`src/rtl/ps2_rx_pkg.sv`:
```
package ps2_rx_pkg;
  localparam int KBD_W      = 8;
  localparam int FRAME_BITS = KBD_W + 3;            // start, data, parity, stop
  localparam int CNT_W      = $clog2(FRAME_BITS);

  // Odd parity: data ones plus parity bit must be an odd count.
  function automatic logic parity_odd_ok(input logic [KBD_W-1:0] d, input logic p);
    return ^{d, p};
  endfunction

  // Bits arrive least significant first: new bit enters at the top.
  function automatic logic [KBD_W-1:0] shift_lsb_first(input logic [KBD_W-1:0] sr, input logic b);
    return {b, sr[KBD_W-1:1]};
  endfunction
endpackage

```
`src/rtl/ps2_line_sync.sv`:
```
module ps2_line_sync #(
  parameter int STAGES = 2
) (
  input  logic clk,
  input  logic rst_n,
  input  logic ps2_clk_i,
  input  logic ps2_dat_i,
  output logic dat_s,
  output logic clk_fall
);
  logic [STAGES-1:0] clk_sh;
  logic [STAGES-1:0] dat_sh;
  logic              clk_prev;

  always_ff @(posedge clk or negedge rst_n) begin
    if (!rst_n) begin
      clk_sh   <= '1;
      dat_sh   <= '1;
      clk_prev <= 1'b1;
    end else begin
      clk_sh   <= {clk_sh[STAGES-2:0], ps2_clk_i};
      dat_sh   <= {dat_sh[STAGES-2:0], ps2_dat_i};
      clk_prev <= clk_sh[STAGES-1];
    end
  end

  assign dat_s    = dat_sh[STAGES-1];
  assign clk_fall = clk_prev & ~clk_sh[STAGES-1];

  AST_FALL_SINGLE: assert property (@(posedge clk) disable iff (!rst_n)
    clk_fall |=> !clk_fall);
endmodule

```
`src/rtl/ps2_idle_timer.sv`:
```
module ps2_idle_timer #(
  parameter int LIMIT = 100_000
) (
  input  logic clk,
  input  logic rst_n,
  input  logic busy,
  input  logic clk_fall,
  output logic idle_abort
);
  localparam int CW = $clog2(LIMIT + 1);
  localparam logic [CW-1:0] LAST = CW'(LIMIT - 1);

  logic [CW-1:0] idle_cnt;

  always_ff @(posedge clk or negedge rst_n) begin
    if (!rst_n)                 idle_cnt <= '0;
    else if (!busy || clk_fall) idle_cnt <= '0;
    else if (idle_cnt != LAST)  idle_cnt <= idle_cnt + 1'b1;
  end

  assign idle_abort = busy && !clk_fall && (idle_cnt == LAST);

  AST_IDLE_BOUNDED: assert property (@(posedge clk) disable iff (!rst_n)
    idle_cnt <= LAST);
  AST_IDLE_RESTARTS: assert property (@(posedge clk) disable iff (!rst_n)
    clk_fall |=> idle_cnt == '0);
endmodule

```
`src/rtl/ps2_frame_rx.sv`:
```
module ps2_frame_rx
  import ps2_rx_pkg::*;
(
  input  logic             clk,
  input  logic             rst_n,
  input  logic             clk_fall,
  input  logic             dat_s,
  input  logic             idle_abort,
  input  logic             clr,
  output logic             busy,
  output logic [KBD_W-1:0] key_byte,
  output logic             key_ready,
  output logic             frame_done,
  output logic             frame_bad
);
  localparam logic [CNT_W-1:0] LAST_DATA = CNT_W'(KBD_W);
  localparam logic [CNT_W-1:0] PAR_SLOT  = CNT_W'(KBD_W + 1);
  localparam logic [CNT_W-1:0] STOP_SLOT = CNT_W'(KBD_W + 2);

  logic [CNT_W-1:0] bit_cnt;
  logic [KBD_W-1:0] sr;
  logic             par_q;
  logic             at_stop;
  logic             frame_ok;

  assign at_stop    = clk_fall && (bit_cnt == STOP_SLOT) && !idle_abort;
  assign frame_ok   = at_stop && dat_s && parity_odd_ok(sr, par_q);
  assign frame_done = frame_ok && !clr;
  assign frame_bad  = at_stop && !frame_ok && !clr;
  assign busy       = (bit_cnt != '0);

  always_ff @(posedge clk or negedge rst_n) begin
    if (!rst_n) begin
      bit_cnt   <= '0;
      sr        <= '0;
      par_q     <= 1'b0;
      key_byte  <= '0;
      key_ready <= 1'b0;
    end else if (clr) begin
      bit_cnt   <= '0;
      sr        <= '0;
      key_byte  <= '0;
      key_ready <= 1'b0;
    end else if (idle_abort) begin
      bit_cnt <= '0;
    end else if (clk_fall && !key_ready) begin
      if (bit_cnt == '0) begin
        if (!dat_s) bit_cnt <= CNT_W'(1);
      end else if (bit_cnt <= LAST_DATA) begin
        sr      <= shift_lsb_first(sr, dat_s);
        bit_cnt <= bit_cnt + 1'b1;
      end else if (bit_cnt == PAR_SLOT) begin
        par_q   <= dat_s;
        bit_cnt <= bit_cnt + 1'b1;
      end else begin
        bit_cnt <= '0;
        if (frame_ok) begin
          key_byte  <= sr;
          key_ready <= 1'b1;
        end
      end
    end
  end

  AST_CLEAR_EMPTIES: assert property (@(posedge clk) disable iff (!rst_n)
    clr |=> (!key_ready && key_byte == '0));
  AST_READY_HOLDS: assert property (@(posedge clk) disable iff (!rst_n)
    (key_ready && !clr) |=> (key_ready && $stable(key_byte)));
  AST_DONE_RAISES: assert property (@(posedge clk) disable iff (!rst_n)
    frame_done |=> key_ready);
  AST_BAD_DISCARDED: assert property (@(posedge clk) disable iff (!rst_n)
    frame_bad |=> !key_ready);
  AST_ONE_OUTCOME: assert property (@(posedge clk) disable iff (!rst_n)
    $onehot0({frame_done, frame_bad}));
  AST_IDLE_START: assert property (@(posedge clk) disable iff (!rst_n)
    (clk_fall && bit_cnt == '0 && dat_s && !clr && !idle_abort) |=> bit_cnt == '0);
  AST_ABORT_IDLE: assert property (@(posedge clk) disable iff (!rst_n)
    (idle_abort && !clr) |=> bit_cnt == '0);
endmodule

```
`src/rtl/ps2_kbd_rx.sv`:
```
module ps2_kbd_rx #(
  parameter int TIMEOUT_CYC = 100_000,
  parameter int SYNC_STAGES = 2
) (
  input  logic       clk,
  input  logic       rst_n,
  input  logic       ps2_clk_i,
  input  logic       ps2_dat_i,
  input  logic       kbd_clr_i,
  output logic [7:0] kbd_byte_o,
  output logic       kbd_ready_o
);
  logic dat_s, clk_fall, idle_abort, busy, frame_done, frame_bad;

  ps2_line_sync #(.STAGES(SYNC_STAGES)) u_sync (
    .clk(clk), .rst_n(rst_n), .ps2_clk_i(ps2_clk_i), .ps2_dat_i(ps2_dat_i),
    .dat_s(dat_s), .clk_fall(clk_fall));

  ps2_idle_timer #(.LIMIT(TIMEOUT_CYC)) u_timer (
    .clk(clk), .rst_n(rst_n), .busy(busy), .clk_fall(clk_fall),
    .idle_abort(idle_abort));

  ps2_frame_rx u_frame (
    .clk(clk), .rst_n(rst_n), .clk_fall(clk_fall), .dat_s(dat_s),
    .idle_abort(idle_abort), .clr(kbd_clr_i), .busy(busy),
    .key_byte(kbd_byte_o), .key_ready(kbd_ready_o),
    .frame_done(frame_done), .frame_bad(frame_bad));

  AST_RESET_EMPTY: assert property (@(posedge clk)
    $rose(rst_n) |-> (!kbd_ready_o && kbd_byte_o == 8'h00));
endmodule

```
`config.mk`:
```
export PLATFORM = sky130hd
export DESIGN_NAME = ps2_kbd_rx
export DESIGN_NICKNAME = d
export VERILOG_FILES = /design/src/rtl/ps2_rx_pkg.sv /design/src/rtl/ps2_line_sync.sv /design/src/rtl/ps2_idle_timer.sv /design/src/rtl/ps2_frame_rx.sv /design/src/rtl/ps2_kbd_rx.sv
export SDC_FILE = /design/constraint.sdc
export NUM_CORES = 1
export LEC_CHECK = 0
export ABC_AREA = 1
export BUFFER_PORTS_ARGS = -buffer_cell sky130_fd_sc_hd__buf_2
export CORE_ASPECT_RATIO = 0.9
export CORE_MARGIN = 4
export CORE_UTILIZATION = 40
export CTS_CLUSTER_SIZE = 24
export DETAILED_ROUTE_END_ITERATION = 10
export SLEW_MARGIN = 20
export SYNTH_ARGS = -nofsm -noshare
export SYNTH_HDL_FRONTEND = slang
export SYNTH_SLANG_ARGS = --single-unit
export TNS_END_PERCENT = 20
```
`constraint.sdc`:
```
create_clock -name clk -period 1.75 [get_ports clk]
set_input_delay 0.4375 -clock clk [delete_from_list [all_inputs] [get_ports clk]]
set_output_delay 0.4375 -clock clk [all_outputs]
set_load 0.05 [all_outputs]
```
==> metrics list <==
- The flow ran to the end, and the final reports show no timing, DRC or antenna violations.
- Combined global-route utilization of all metal layers: 0.145
- Largest cells by area after synthesis: dfrtp_1 40%, nand2_1 14%, dfstp_2 5.4%
- In this run, placement finished with an instance count of 411.
- The cell sitting at the root of the clock tree is a clkbuf_8.
- The synthesized design spends more area on one cell type than any other, namely dfrtp_1.
- Among all flip-flop cells after synthesis, the most frequent one is dfrtp_1.
- Max-slew headroom at the worst pin: 0.741
- Summed over all layers, the routed wires come to 5.06 mm.
* Peak supply drop: 0.501 mV
- Highest cell delay on the worst timing path: 380 ps
- Synthesis handed over a netlist of 323 instances.
* Post-synth net total: 333
- Power, Total: 2.74 mW
* Number of synthesized register bits: 44
- Fillers: 569
* RR Startpoint: u_timer.idle_cnt[0]
- Num rows: 26
* Hold_buf cts: 0
- Min Tclk post-route: 1690 ps
- Distinct cell type count of the synthesized netlist: 34
- P_sw: 0.889 mW
* Count of input and output buffers: 13
- Max capacitance violation total: 0
* Initial antenna violation count: 0
- Global-route wire length before repair: 8.73 mm
* Switching share of power: 0.324
- Ys Warns: 0
* Bufs on Longest Clock Path: 2
* GRT overflow: 0
* Layout net count: 364
- Power spread over the standard cell area amounts to 954 nW/um2.
* Relative area change from synthesis to final layout: 17.7%
- In the synthesized netlist the async set-or-reset flop fraction comes to 1.00.
- Leading cell type in the layout, fill and taps excluded: nand2_1
- The number of cells on the worst reg-to-reg path is 10.
* Most repeated library cell on the critical path: nand2_2
- For this configuration, the core starts out at a cell density of 0.422.
* Share of the clock period used by the worst path after layout: 0.969
- Summing over every cut layer, the via total after detailed routing is 2082.
- The number of max-slew violations in the final report was 0.
- Derived from the worst setup path, the maximum achievable clock frequency is 590 MHz.
* P_int: 1.85 mW
- Worst EP arrival: 1880 ps
- Maximum number of pins on one net before global-route repair: 30
- The slowest stage of the critical path belongs to the cell dfrtp_1.
* Number of buffers created by CTS: 5
* Final setup violation count: 0
* Power share of the combinational group: 0.273
* CP Cell Sequence: ha_2 -> nand2_2 -> nor2_4 -> inv_2 -> nor2_2 -> nand4_1 -> nand2_2 -> o21ai_4 -> nor2_1 -> a21oi_1
* Antenna viol nets, final: 0
* Setup Total Neg Slack: 0 ps
* Pre-antenna DRT Iters: 4
- The die is 82.1 um tall.
- Area taken by multi-input logic gates: 1200 um2
- Area taken by flip-flops and latches: 1110 um2
- Worst Path Required: 1930 ps
- Number of primary I/O pins: 14
- Excluding fillers, the count of instances in the completed layout stands at 425.
- The die covers 7420 um2.
* Hold WC Path Type: in2async
- In this run the standard cell core region covers 5790 um2.
- Placer congestion estimate: 0.804
- The share of total power dissipated in sequential elements is 0.424.
- The analysis attributes to cell leakage a power of 1.40 nW.
- Of the total power, the clock network draws 0.303.
* Width of the die: 90.4 um
- At the pin with the least slew margin, the transition time is 389 ps.
- Total inserted antenna cells: 0
- The worst setup path is of the reg2reg kind.
- Routed WL per cell: 11.9 um
- TritonCTS built the clock tree.
* Dpl hpwl: 3.71 mm
- In this run the critical register-to-register path is captured at u_frame.bit_cnt[1].
- The share of the Yosys chip area taken by registers is 0.453.
- Kind of start point of the critical path: flip-flop
- Maximum fanout along the worst path: 8
- Using the TritonRoute via totals, the vias-per-cell ratio works out to 4.90.
* Number of design rule violations left after detail routing: 0
* Share of layout cells above drive strength 1: 0.234
- Yosys mapped a number of flops with a built-in enable equal to 0.
- The number of global-route vias before repair came to 1957.
* Syn Std Cell Area: 2440 um2
- H-tree depth: 2
* Clock sinks: 44
* Synthesized area per cell: 7.56 um2
- Commonest cells after routing, fill and taps aside: 91 x nand2_1, 39 x dfrtp_1, 30 x nor2_1, 28 x inv_1, 26 x nand3_1
* Worst-skew pair later-pin latency: 290 ps
- DR iter-0 viols: 70
- Final Skew: 8.62 ps
- Type of destination of the critical path: flip-flop
- The setup check on the worst reg-to-reg path leaves a slack of 60 ps.
- Clock-pin slew was measured on the worst setup and hold paths at 90 ps.
- RSZ-0062 raised after global routing: true
- Top-area cell type share of the netlist area: 0.400
- Endpoints failing hold: 0
## cell usage after synthesis (5+ instances only)
| cell type | number |
|---|---|
| dfstp_2 | 5 |
| ha_1 | 5 |
| nand4_1 | 5 |
| inv_2 | 16 |
| inv_1 | 30 |
| nand2_1 | 94 |
| a21oi_1 | 11 |
| nor2_1 | 33 |
| dfrtp_1 | 39 |
| o21ai_1 | 15 |
| nand3_1 | 26 |
| nor3_1 | 5 |
| o21ai_0 | 6 |
## critical path: cells and delay by family (launching register included)
kind | cells | cell delay, ps
adders and majority gates | 1 | 200
DFF | 1 | 380
buffers and inverters | 1 | 50
and+or+nand+nor | 6 | 800
AOI/OAI and AO/OA | 2 | 140
## through the flow
stage	util	cell area [um2]	hold slack (ps)	worst slack, ps
after detailed placement	0.458	2650	348	22.3
final	0.496	2870	49.9	55.0
after CTS	0.479	2770	58.9	5.59
after global placement	0.458	2650	346	23.4
after global routing	0.496	2870	78.5	-147
after floorplan	-	2440	142	118
## worst max path at each step
| stage | end | slack (ps) | start |
|---|---|---|---|
| 5_1_grt | u_frame.bit_cnt[1] | -150 | u_timer.idle_cnt[0] |
| 3_3_place_gp | u_frame.key_byte[1] | 20 | u_sync.clk_prev |
| 2_1_floorplan | u_frame.sr[5] | 120 | u_frame.bit_cnt[0] |
| 3_5_place_dp | u_frame.key_byte[0] | 20 | u_sync.clk_prev |
| 4_1_cts | u_frame.key_byte[1] | 6 | u_sync.clk_prev |
| 6_report | u_frame.bit_cnt[1] | 60 | u_timer.idle_cnt[0] |
## power groups by stage
stage                     sequential, mW  combinational, mW  clock, mW
after CTS                           1.16              0.659      0.844
after global placement              1.17              0.651          0
after global routing                1.17              0.853      0.888
after floorplan                     1.21              0.420          0
after detailed placement            1.18              0.655          0
final                               1.16              0.749      0.830
## logic make-up (layout without fill, tap and decap cells)
kind of cell	Yosys count	in the layout	synth area share
AO/OA/AOI/OAI	38	38	0.0881
XOR/XNOR	4	4	0.0143
AND/OR/NAND/NOR	181	182	0.336
buffers and inverters	51	82	0.0825
flip-flops	44	44	0.453
adder cells (fa/ha/maj)	5	5	0.0256
## layout make-up
class	count	area share
multi-input combinational	229	0.417
clock buffer	6	0.0287
inverter	47	0.0614
sequential	44	0.385
clock inverter	2	0.0135
tap	70	0.0305
timing repair buffer	27	0.0636
## flip-flops by register name, indices dropped and copies added (netlist names)
register,flops
u_frame.key_ready,1
u_frame.par_q,1
u_sync.dat_sh,2
u_frame.bit_cnt,4
u_timer.idle_cnt,17
u_frame.sr,8
u_frame.key_byte,8
u_sync.clk_prev,1
u_sync.clk_sh,2
## routing by layer
metal,global-route usage,routed length [um]
met1,0.202,2660
met2,0.237,2220
met3,0.0254,134
met4,0.0367,48
met5,0,0
## what timing repair did
| action | CTS | global route |
|---|---|---|
| resized for setup | 0 | 16 |
| buffers inserted | 0 | 5 |
| setup endpoints to repair | 0 | 31 |
No activity file was read; power rests on OpenSTA's default activity.
